<file path="config.mk">
export PLATFORM = sky130hd
export DESIGN_NAME = ling_sparse_adder
export DESIGN_NICKNAME = d
export VERILOG_FILES = /design/src/rtl/ling_sparse_adder.sv
export SDC_FILE = /design/constraint.sdc
export NUM_CORES = 1
export LEC_CHECK = 0
export BUFFER_PORTS_ARGS = -buffer_cell sky130_fd_sc_hd__buf_2
export CAP_MARGIN = 20
export CORE_MARGIN = 3
export CORE_UTILIZATION = 45
export DETAILED_ROUTE_END_ITERATION = 10
export GPL_ROUTABILITY_DRIVEN = 0
export PLACE_DENSITY = 0.82
export SLEW_MARGIN = 20
export SYNTH_ARGS = -nofsm -noshare
export SYNTH_HDL_FRONTEND = slang
export SYNTH_SLANG_ARGS = --single-unit
</file>
<file path="constraint.sdc">
create_clock -name vclk -period 3.45
set_input_delay 0.1725 -clock vclk [all_inputs]
set_output_delay 0.1725 -clock vclk [all_outputs]
set_load 0.02 [all_outputs]
</file>
<file path="src/rtl/ling_sparse_adder.sv">
module ling_sparse_adder #(
  parameter int W = 16
) (
  input  logic [W-1:0] a,
  input  logic [W-1:0] b,
  input  logic         cin,
  output logic [W-1:0] sum,
  output logic         cout
);
  localparam int M = W / 2;
  localparam int L = $clog2(M);

  logic [W-1:0] g, t, p;
  assign g = a & b;
  assign t = a | b;
  assign p = a ^ b;

  logic [M-1:0] gg [L+1];
  logic [M-1:0] pp [L+1];

  genvar k, l;
  generate
    for (k = 0; k < M; k++) begin : pair_leaf
      if (k == 0) begin : base
        assign gg[0][0] = g[1] | g[0] | (t[0] & cin);
        assign pp[0][0] = 1'b0;
      end else begin : mid
        assign gg[0][k] = g[2*k+1] | g[2*k];
        assign pp[0][k] = t[2*k] & t[2*k-1];
      end
    end

    for (l = 0; l < L; l++) begin : tree_lvl
      for (k = 0; k < M; k++) begin : node
        if (k >= (1 << l)) begin : merge
          assign gg[l+1][k] = gg[l][k] | (pp[l][k] & gg[l][k-(1<<l)]);
          assign pp[l+1][k] = pp[l][k] & pp[l][k-(1<<l)];
        end else begin : pass
          assign gg[l+1][k] = gg[l][k];
          assign pp[l+1][k] = pp[l][k];
        end
      end
    end

    for (k = 0; k < M; k++) begin : sum_sel
      logic hin, tin;
      logic ev0, ev1, od0, od1;
      if (k == 0) begin : first
        assign hin = cin;
        assign tin = 1'b1;
      end else begin : rest
        assign hin = gg[L][k-1];
        assign tin = t[2*k-1];
      end
      assign ev0 = p[2*k];
      assign ev1 = p[2*k] ^ tin;
      assign od0 = p[2*k+1] ^ g[2*k];
      assign od1 = p[2*k+1] ^ (g[2*k] | (t[2*k] & tin));
      assign sum[2*k]   = hin ? ev1 : ev0;
      assign sum[2*k+1] = hin ? od1 : od0;
    end
  endgenerate

  assign cout = t[W-1] & gg[L][M-1];

  always_comb begin

    exact_sum_chk: assert ({cout, sum} == ({1'b0, a} + {1'b0, b} + {{W{1'b0}}, cin}))
      else $error("exact_sum_chk");

    top_clear_chk: assert (!(!a[W-1] && !b[W-1] && cout))
      else $error("top_clear_chk");

    zero_operand_chk: assert (!(b == '0 && !cin) || (sum == a && !cout))
      else $error("zero_operand_chk");

    all_ones_chk: assert (!(a == '1 && b == '1) || (cout && sum == {{(W-1){1'b1}}, cin}))
      else $error("all_ones_chk");
  end
endmodule

</file>
### After elaboration in Yosys (flattened, before gate mapping)

Index checks and enable logic that the tools add are counted.

* register bits: 0
* bits in latches: 0
* bits in writable memories: 0
* memory bits (read-only): 0
* output and inout bits: 17
* memories kept: 0

* add/subtract/negate cells: 0
* multiply operators: 0
* div/mod/pow operators: 0
* $lt $le $gt $ge: 0
* eq/ne operators: 0
* shift operators: 0
* muxes and demuxes: 16
* bitwise logic cells: 97
* reduce and logical (&&, ||, !) cells: 0

Operators by type and width (number)
* $and A1 B1 Y1: 36
* $or A1 B1 Y1: 34
* $xor A1 B1 Y1: 23
* $and A16 B16 Y16: 1
* $mux W1: 16
* $or A16 B16 Y16: 1
* $xor A16 B16 Y16: 1
* $not A1 Y1: 1

### Logic depth before layout (Yosys ltp)

Gate-level depths: netlist (run 1).

* depth in word-level cells: 10
* gate-level depth with buffers: 7
* depth with buffers taken out: 7

### Least setup slack after synthesis (run 1)

Ideal clock, no wire load.

* kind: in2out
* from: input a[9]
* to: output sum[15]
* data arrival time: 1.821 ns
* required time: 3.277 ns
* path slack: 1.456 ns
* cell stages on the path: 7
* buffers on the path: 0
* cell sequence: inv_1 > ha_1 > nor4_4 > nand2_2 > a2111oi_4 > nor4b_1 > or3b_1

* word-level cells in the longest chain between the ends: 7
* elaborated cells between the ends (all ways): 12
* those cells by class: mux: 1; bitwise: 11

Ends and longest elaborated chain
* start, declared: RTL line 4 `input logic [W-1:0] a,`
* $or A16 B16 Y16 / $and A16 B16 Y16 (equally long branches): RTL line 15, 14
* $and A1 B1 Y1 / $or A1 B1 Y1 (equally long branches): RTL line 29, 28
* $and A1 B1 Y1 / $or A1 B1 Y1 (equally long branches): RTL line 37, 36
* $and A1 B1 Y1, on equally long branches: RTL line 36, 37
* $or A1 B1 Y1 / $and A1 B1 Y1 (equally long branches): RTL line 36 `assign gg[l+1][k] = gg[l][k] | (pp[l][k] & gg[l][k-(1<<l)]);`
* $or A1 B1 Y1 (*): RTL line 36
* $mux W1 (*): RTL line 60 `assign sum[2*k+1] = hin ? od1 : od0;`
* end, declared: RTL line 7 `output logic [W-1:0] sum,`

Mark *: on every way between the ends. The rest lies on a longest branch, timed or not.

### Final worst setup path (run 1)

Ends and elaborated chain as after synthesis.

==> results of run 1 <==
[routing by layer]
| layer | global-route usage | routed length [microns] |
|---|---|---|
| met1 | 0.211 | 1160 |
| met5 | 0 | 0 |
| met4 | 0 | 0 |
| met2 | 0.292 | 1360 |
| met3 | 0 | 101 |
[critical path, delay by kind of cell]
kind                     cells  cell delay (ps)
adder cells (fa/ha/maj)      1              250
buffers and inverters        3              290
AND/OR/NAND/NOR              4              950
AO/OA/AOI/OAI                1              420
[cell families (layout without fill, tap and decap cells)]
| logic type | after synthesis | after routing | synth area share |
|---|---|---|---|
| and+or+nand+nor | 51 | 51 | 0.219 |
| AOI/OAI and AO/OA | 36 | 36 | 0.213 |
| muxes | 2 | 2 | 0.0170 |
| buffers and inverters | 35 | 85 | 0.0994 |
| adders and majority gates | 40 | 40 | 0.419 |
| xor gates and xnor gates | 5 | 5 | 0.0331 |
[power breakdown]
group          leakage, nW  internal (mW)  switching [mW]  total, mW
Sequential               0              0               0          0
Clock                    0              0               0          0
Combinational        0.887          0.119           0.167      0.286
[worst max-delay path by stage]
stage / start / end / slack, ps / cells past startpoint
CTS: a[9] / sum[15] / 1180 / 9
detailed placement: a[9] / sum[15] / 1180 / 9
global placement: a[7] / sum[15] / 1220 / 9
global route: a[7] / sum[15] / 990 / 9
floorplan: a[9] / sum[15] / 1460 / 7
finish: a[9] / sum[15] / 1180 / 9
[cell type report]
| type | instances | area [sq um] | area share |
|---|---|---|---|
| multi-input cells | 134 | 1190 | 0.739 |
| inverters | 35 | 131 | 0.0816 |
| repair buffers | 50 | 250 | 0.155 |
| well taps | 31 | 38.8 | 0.0241 |
[cells in the final DEF (no fill, tap or decap), types with 3 or more instances in the layout]
cell type / instances
sky130_fd_sc_hd__buf_2: 50
sky130_fd_sc_hd__inv_1: 35
sky130_fd_sc_hd__ha_1: 33
sky130_fd_sc_hd__nor2_1: 14
sky130_fd_sc_hd__nor2b_1: 10
sky130_fd_sc_hd__a21oi_1: 9
sky130_fd_sc_hd__nand2_1: 8
sky130_fd_sc_hd__fa_1: 7
sky130_fd_sc_hd__o31ai_1: 4
sky130_fd_sc_hd__nor4b_1: 4
sky130_fd_sc_hd__o21ai_0: 4
sky130_fd_sc_hd__xnor2_1: 4
sky130_fd_sc_hd__o22ai_1: 3
sky130_fd_sc_hd__nor3_1: 3
==> impl_results.md, run 1 <==
* Core area at 2780 sq um
* Die boundary width at 60.2 microns
* # clk buffers at 0
* Fraction of layout instances using a drive strength above 1 at 0.279
* Hold Crit Depth at 3
* Number of global-route vias before repair at 1157
* Number of fill cells in the layout at 277
* Number of placed I/O pins at 50
* Maximum number of pins on one net before global-route repair at 8
* Non-filler instance count after layout at 250
* Most prevalent standard cell on the critical path: sky130_fd_sc_hd__buf_2
* ANT cells at 0
* Average wire per standard cell at 10.5 microns
* Total wirelength of the detailed-routed design at 2620 microns
* Final-report hold violation count at 0
* Total number of placement rows at 19
* Count of placed standard cells including taps at 250
* Post-synthesis net count at 242
* Slowest stage delay, CP at 420 ps
* Placed wire-length estimate at ~2400 microns
* Count of max-cap constraint violations at 0
* CTS resizes at 0
* Pwr Density at 178 nW/um^2
* Hold Path End: sum[0]
* Crit path launch type: input pin
* Post-Synthesis Mean Instance Area at 7.82 sq um
* Total overflow reported by the global router at 0
* Area of the mapped netlist at 1320 sq um
* Cell area after placement at 1610 sq um
* Largest fanout on the critical path at 4
* DRC violation count after routing at 0
* Final period demand of the worst path at 2270 ps
* Number of hold buffers added after CTS at 0
* Setup fix buffers added after clock tree synthesis at 0
* Remaining antenna violation count after routing at 0
* Starting density of the core at 0.475
* Sort of element at the end of the critical path: output port
* Number of design-rule violations left by the first detailed-router iteration at 22
* Number of sequential cells in the layout at 0
* Fin util at 0.579
* Count of distinct cell types in the synthesized netlist at 38
* Count of vias placed by the detailed router at 1266
* Relative max-transition margin at 0.568
* Sequential area share after synthesis at 0
* Place WS at between 1000 and 1500 ps
* Fin worst setup slack at ~1200 ps
* Wire length of the first global-routing pass at 4660 microns
* Outcome: finished, final reports clean
* Sequential Area at 0 sq um
* Maximum clock rate at between 0.4 and 0.5 GHz
* Ranking of synthesized cells by area: sky130_fd_sc_hd__ha_1 31%, sky130_fd_sc_hd__fa_1 11%, sky130_fd_sc_hd__inv_1 9.9%
* Share of Yosys cell area claimed by the top area cell type at 0.313
* Slew Viols, Final at 0
* Leakage power summed over all cells at 0.887 nW
* Total Power Consumption at 0.286 mW
* Number of antenna violations at the first check in global routing at 0
* Post-synth top area cell: sky130_fd_sc_hd__ha_1
* Final period util at 0.659
* Commonest cells in the netlist: 35 x sky130_fd_sc_hd__inv_1, 33 x sky130_fd_sc_hd__ha_1, 14 x sky130_fd_sc_hd__nor2_1
* Ys Warns at 0
* Worst Setup Path Type: in -> out
* Setup-failing EPs final at 0
* Nets at 294
* Required time worst endpoint at 3280 ps
* Count of mapped cells out of synthesis at 169
* Unrepaired setup endpoints after global routing: no
* HP Class: in -> out
* Dominant cell by count in the synthesized netlist: sky130_fd_sc_hd__inv_1
* Die Area at 3620 sq um
* Height of the chip at 60.2 microns
* Crit path max-delay cell type: sky130_fd_sc_hd__a2111oi_4
* TritonRoute pass-1 iters at 3
* Cell-by-cell trace of the critical path: buf_2 -> inv_1 -> ha_1 -> nor4_4 -> nand2_2 -> a2111oi_4 -> nor4b_1 -> or3b_1 -> buf_2
* Area delta synth->final at 21.9%
* Origin of the worst min-delay path: cin
* Final std cell area, no fill at 1610 sq um
* Total Routing Usage GR at 0.156
* Via-per-instance ratio at between 5 and 6
* CP Data Arrival Time at 2100 ps
* Final hold slack at roughly 670 ps
* Transition time at the pin with the least slew margin at 643 ps
* Worst vdd rail ir drop at 0.000107 V
* Count of input and output buffers at 50
* Total negative slack for setup checks at 0 ps
Power figures use the tool's default switching activity.
==> inputs of run 2 (changes only) <==
==> constraint.sdc (replaced) <==
create_clock -name vclk -period 2.4
set_input_delay 0.12 -clock vclk [all_inputs]
set_output_delay 0.12 -clock vclk [all_outputs]
set_load 0.02 [all_outputs]
==> run 2 against run 1 <==
Die area did not move. Final cell count up 0.40%. Design area is 0.47% higher. First-iteration DRC count is 9.1% lower. Worst setup slack got worse by 940 ps. Non-clock buffer count is 1 higher. Critical path depth unchanged. Critical endpoint unchanged.
==> impl_results.md, run 2 (synthesis gave the netlist of run 1 again) <==
* Total negative slack for setup checks at 0 ps (unchanged)
* Fraction of layout instances using a drive strength above 1 at 0.282 (+0.00328)
* TritonRoute pass-1 iters at 4 (+1)
* Worst Setup Path Type: in -> out
* Worst vdd rail ir drop at 0.000144 V (+35%)
* Number of hold buffers added after CTS at 0 (unchanged)
* Number of design-rule violations left by the first detailed-router iteration at 20 (-9.1%)
* Maximum clock rate at between 0.4 and 0.5 GHz
* CTS resizes at 0 (unchanged)
* ANT cells at 0 (unchanged)
* Maximum number of pins on one net before global-route repair at 8 (unchanged)
* Nets at 295 (+0.34%)
* Number of antenna violations at the first check in global routing at 0 (unchanged)
* Relative max-transition margin at 0.666 (+0.0981)
* Sort of element at the end of the critical path: output port
* CP Data Arrival Time at 2040 ps (-60 ps)
* Register share of total power at 0 (unchanged)
* Switching share of power at 0.580 (-0.00340)
* Die boundary width at 60.2 microns (unchanged)
* Setup-failing EPs final at 0 (unchanged)
* Internal power summed over all cells at 0.173 mW (+45%)
* Via-per-instance ratio at 5.07 (about the same)
* Transition time at the pin with the least slew margin at 498 ps (-145 ps)
* Sw power at 0.240 mW (+43%)
* Wire length of the first global-routing pass at 4480 microns (-4.0%)
* Final period demand of the worst path at roughly 2200 ps
* Pwr Density at 255 nW/um^2 (+43%)
* Leading cell type in the layout, fill and taps excluded: sky130_fd_sc_hd__buf_2
* Slew Viols, Final at 0 (unchanged)
* Total Power Consumption at 0.413 mW (+44%)
* Remaining antenna violation count after routing at 0 (unchanged)
* Setup fix buffers added after clock tree synthesis at 0 (unchanged)
* Top library cells by usage in the layout, fill and taps aside: 50 x sky130_fd_sc_hd__buf_2, 35 x sky130_fd_sc_hd__inv_1, 33 x sky130_fd_sc_hd__ha_1
* Total number of placement rows at 19 (unchanged)
* Core area at 2780 sq um (unchanged)
* Place WS at 254 ps (-924 ps)
* Final-report hold violation count at 0 (unchanged)
* Total wirelength of the detailed-routed design at 2550 microns (-2.5%)
* Clock Power Share at 0 (unchanged)
* HP Class: in -> out
* Count of vias placed by the detailed router at 1272 (+0.47%)
* Total Routing Usage GR at 0.149 (-0.00644)
* Starting density of the core at 0.475 (unchanged)
* Average wire per standard cell at 10.2 microns (-2.9%)
* Number of fill cells in the layout at 263 (-5.1%)
* # clk buffers at 0 (unchanged)
* Die Area at 3620 sq um (unchanged)
* Final period util at 0.901
* Sequential Area at 0 sq um (unchanged)
* Number of placed I/O pins at 50 (unchanged)
* Number of global-route vias before repair at 1132 (-2.2%)
* Count of max-cap constraint violations at 0 (unchanged)
* Count of input and output buffers at 50 (unchanged)
* DRC violation count after routing at 0 (unchanged)
* Fin worst setup slack at 239 ps (-939 ps)
* Total overflow reported by the global router at 0 (unchanged)
* Leakage power summed over all cells at 0.891 nW (+0.53%)
* Outcome: finished, final reports clean
* Crit path launch type: input pin
* Placed wire-length estimate at 2390 microns (-2.0%)
* Required time worst endpoint at 2280 ps (-1000 ps)
* Area delta synth->final at 22.4%
* Height of the chip at 60.2 microns (unchanged)
* Largest fanout on the critical path at 4 (unchanged)
* Number of sequential cells in the layout at 0 (unchanged)
* Comb pwr share at 1.000 (about the same)
* Unrepaired setup endpoints after global routing: no
==> run 2: changes by cell type in the layout (fill, tap and decap cells not counted), sizes merged <==
cell  before  now
buf       50   51
==> run 2: final timing paths <==
path | from | cells after the start | end
worst max-delay path | a[7] | 9 | sum[15]
worst min-delay path | cin | 3 | sum[0]
==> run 2: routing by layer <==
| metal | part of all wire | GRT usage | up-vias |
|---|---|---|---|
| met5 | 0 | 0 | - |
| met4 | 0 | 0 | 0 |
| met3 | 0.047 | 0.00648 | 0 |
| met2 | 0.51 | 0.289 | 25 |
| met1 | 0.45 | 0.191 | 569 |
| li1 | - | - | 678 |
==> run 2: worst max-delay path: stages <==
cell and delay, ps:
sky130_fd_sc_hd__buf_2 90, sky130_fd_sc_hd__inv_1 40, sky130_fd_sc_hd__ha_1 270, sky130_fd_sc_hd__nor4_4 330, sky130_fd_sc_hd__nand2_2 140, sky130_fd_sc_hd__a2111oi_4 440
sky130_fd_sc_hd__nor4b_1 90, sky130_fd_sc_hd__or3b_1 370, sky130_fd_sc_hd__buf_2 160
==> run 2: metrics by stage <==
stage,cell area [sq um],hold slack [ps],cells,utilization
after floorplan,1320,368,169,-
after global placement,1620,558,251,0.582
after detailed placement,1620,561,251,0.582
after CTS,1620,561,251,0.582
after global routing,1620,593,251,0.582
final,1620,557,251,0.582
==> run 2: area by class of cell <==
type               count  area [sq um]  share of cell area
well taps             31          38.8              0.0240
inverters             35           131              0.0812
multi-input cells    134          1190               0.735
repair buffers        51           258               0.159
==> run 2: power groups by stage <==
stage / clock network [mW] / logic, mW / registers (mW)
floorplan: 0 / 0.288 / 0
global placement: 0 / 0.410 / 0
detailed placement: 0 / 0.417 / 0
CTS: 0 / 0.419 / 0
global route: 0 / 0.463 / 0
finish: 0 / 0.413 / 0
==> inputs of run 3 (changes only) <==
--- a/config.mk
+++ b/config.mk
@@ -11,7 +11,7 @@
 export CORE_UTILIZATION = 45
 export DETAILED_ROUTE_END_ITERATION = 10
 export GPL_ROUTABILITY_DRIVEN = 0
-export PLACE_DENSITY = 0.82
+export PLACE_DENSITY = 0.74
 export SLEW_MARGIN = 20
 export SYNTH_ARGS = -nofsm -noshare
 export SYNTH_HDL_FRONTEND = slang
==> run 3 against run 2 <==
Worst hold slack better by 8.8 ps. Final cell count up 0.40%. Clock-buffer cell count unchanged. Maximum frequency about the same. Flip-flop and latch count unchanged. Worst setup slack worse by 1.6 ps. Critical path depth unchanged. Highest routed layer unchanged.
==> impl_results.md, run 3 (synthesis gave the netlist of run 1 again) <==
* Crit path launch type: input pin
* HP Class: in -> out
* Number of sequential cells in the layout at 0 (unchanged)
* Via-per-instance ratio at 5.06 (-0.24%)
* Relative max-transition margin at 0.674 (+0.00781)
* Final period util at 0.901 (about the same)
* Placed wire-length estimate at 2460 microns (+3.1%)
* Worst vdd rail ir drop at 0.000187 V (+30%)
* Required time worst endpoint at 2280 ps (about the same)
* Number of hold buffers added after CTS at 0 (unchanged)
* Fraction of layout instances using a drive strength above 1 at 0.285 (+0.00325)
* Die Area at 3620 sq um (unchanged)
* Total Routing Usage GR at 0.156 (+0.00725)
* ANT cells at 0 (unchanged)
* Total overflow reported by the global router at 0 (unchanged)
* # clk buffers at 0 (unchanged)
* Core area at 2780 sq um (unchanged)
* Number of placed I/O pins at 50 (unchanged)
* Die boundary width at 60.2 microns (unchanged)
* Slowest stage delay, CP at 410 ps (-30 ps)
* Count of input and output buffers at 50 (unchanged)
* Pwr Density at 257 nW/um^2 (+0.61%)
* Setup-failing EPs final at 0 (unchanged)
* Total negative slack for setup checks at 0 ps (unchanged)
* Remaining antenna violation count after routing at 0 (unchanged)
* Number of global-route vias before repair at 1189 (+5.0%)
* Most prevalent standard cell on the critical path: sky130_fd_sc_hd__buf_2
* Final period demand of the worst path at 2160 ps (+1.60 ps)
* Maximum number of pins on one net before global-route repair at 7 (-1)
* Number of fill cells in the layout at 263 (unchanged)
* Worst Setup Path Type: in -> out
* Crit path max-delay cell type: sky130_fd_sc_hd__a2111oi_4
* Final-report hold violation count at 0 (unchanged)
* Number of design-rule violations left by the first detailed-router iteration at 24 (+20%)
* Count of vias placed by the detailed router at 1274 (+0.16%)
* Maximum clock rate at 0.462 GHz (about the same)
* Buf/Inv on CP at 3 (unchanged)
* Count of max-cap constraint violations at 0 (unchanged)
* Wire length of the first global-routing pass at 4690 microns (+4.8%)
* Unrepaired setup endpoints after global routing: no
* Cell family contributing the most delay on the critical path: simple AND/OR/NAND/NOR gates
* Nets at 296 (+0.34%)
* Average wire per standard cell at 10.5 microns (+3.4%)
* DRC violation count after routing at 0 (unchanged)
* Leakage power summed over all cells at 0.896 nW (+0.53%)
* Total Power Consumption at 0.417 mW (+1.1%)
* Largest fanout on the critical path at 4 (unchanged)
* Top library cells by usage in the layout, fill and taps aside: 50 x sky130_fd_sc_hd__buf_2, 35 x sky130_fd_sc_hd__inv_1, 33 x sky130_fd_sc_hd__ha_1
* Slew Viols, Final at 0 (unchanged)
* Total wirelength of the detailed-routed design at 2650 microns (+3.8%)
* Leading cell type in the layout, fill and taps excluded: sky130_fd_sc_hd__buf_2
* Outcome: finished, final reports clean
* Transition time at the pin with the least slew margin at 486 ps (-11.6 ps)
* Number of antenna violations at the first check in global routing at 0 (unchanged)
* Total number of placement rows at 19 (unchanged)
* TritonRoute pass-1 iters at 4 (unchanged)
* Sequential Area at 0 sq um (unchanged)
* Starting density of the core at 0.475 (unchanged)
* Area delta synth->final at 23.0%
* Setup fix buffers added after clock tree synthesis at 0 (unchanged)
* CTS resizes at 0 (unchanged)
* Cell-by-cell trace of the critical path: buf_2 -> inv_1 -> ha_1 -> nor4_4 -> nand2_2 -> a2111oi_4 -> nor4b_1 -> or3b_1 -> buf_2
* CP Data Arrival Time at 2040 ps (about the same)
* Height of the chip at 60.2 microns (unchanged)
* Sort of element at the end of the critical path: output port
==> run 3: changes by cell type in the layout (fill, tap and decap cells not counted), sizes merged <==
cell,previous run,this run
buf,51,52
==> run 3: layout make-up <==
type / count / area [sq um] / area share
Timing Repair Buffer: 52 / 265 / 0.163
Multi-Input combinational cell: 134 / 1190 / 0.732
Inverter: 35 / 131 / 0.0808
Tap cell: 31 / 38.8 / 0.0239
==> run 3: report_power, final <==
part	total (mW)	switching [mW]	internal [mW]
Clock	0	0	0
Sequential	0	0	0
Combinational	0.417	0.242	0.175
Total	0.417	0.242	0.175
==> run 3: worst paths after layout <==
check / from / end / slack (ps) / cells past startpoint
worst min-delay path: cin / sum[0] / 570 / 3
worst max-delay path: a[9] / sum[15] / 240 / 9
==> run 3: metal layers <==
metal,global-route usage,vias to the layer above,wire length [microns]
met5,0,-,0
met4,0,0,0
met3,0,0,130
met2,0.312,30,1360
met1,0.196,566,1160
li1,-,678,-
==> run 3: metrics by stage <==
stage | instances | util | area, sq um | setup slack (ps) | hold WS [ps]
floorplan | 169 | - | 1320 | 511 | 368
global placement | 252 | 0.584 | 1630 | 277 | 564
detailed placement | 252 | 0.584 | 1630 | 225 | 568
CTS | 252 | 0.584 | 1630 | 221 | 568
global route | 252 | 0.584 | 1630 | 120 | 594
finish | 252 | 0.584 | 1630 | 237 | 566
==> run 3: worst min-delay path: cells and delay by family <==
family	cells	cell delay [ps]
buffers and inverters	2	260
XOR/XNOR	1	60
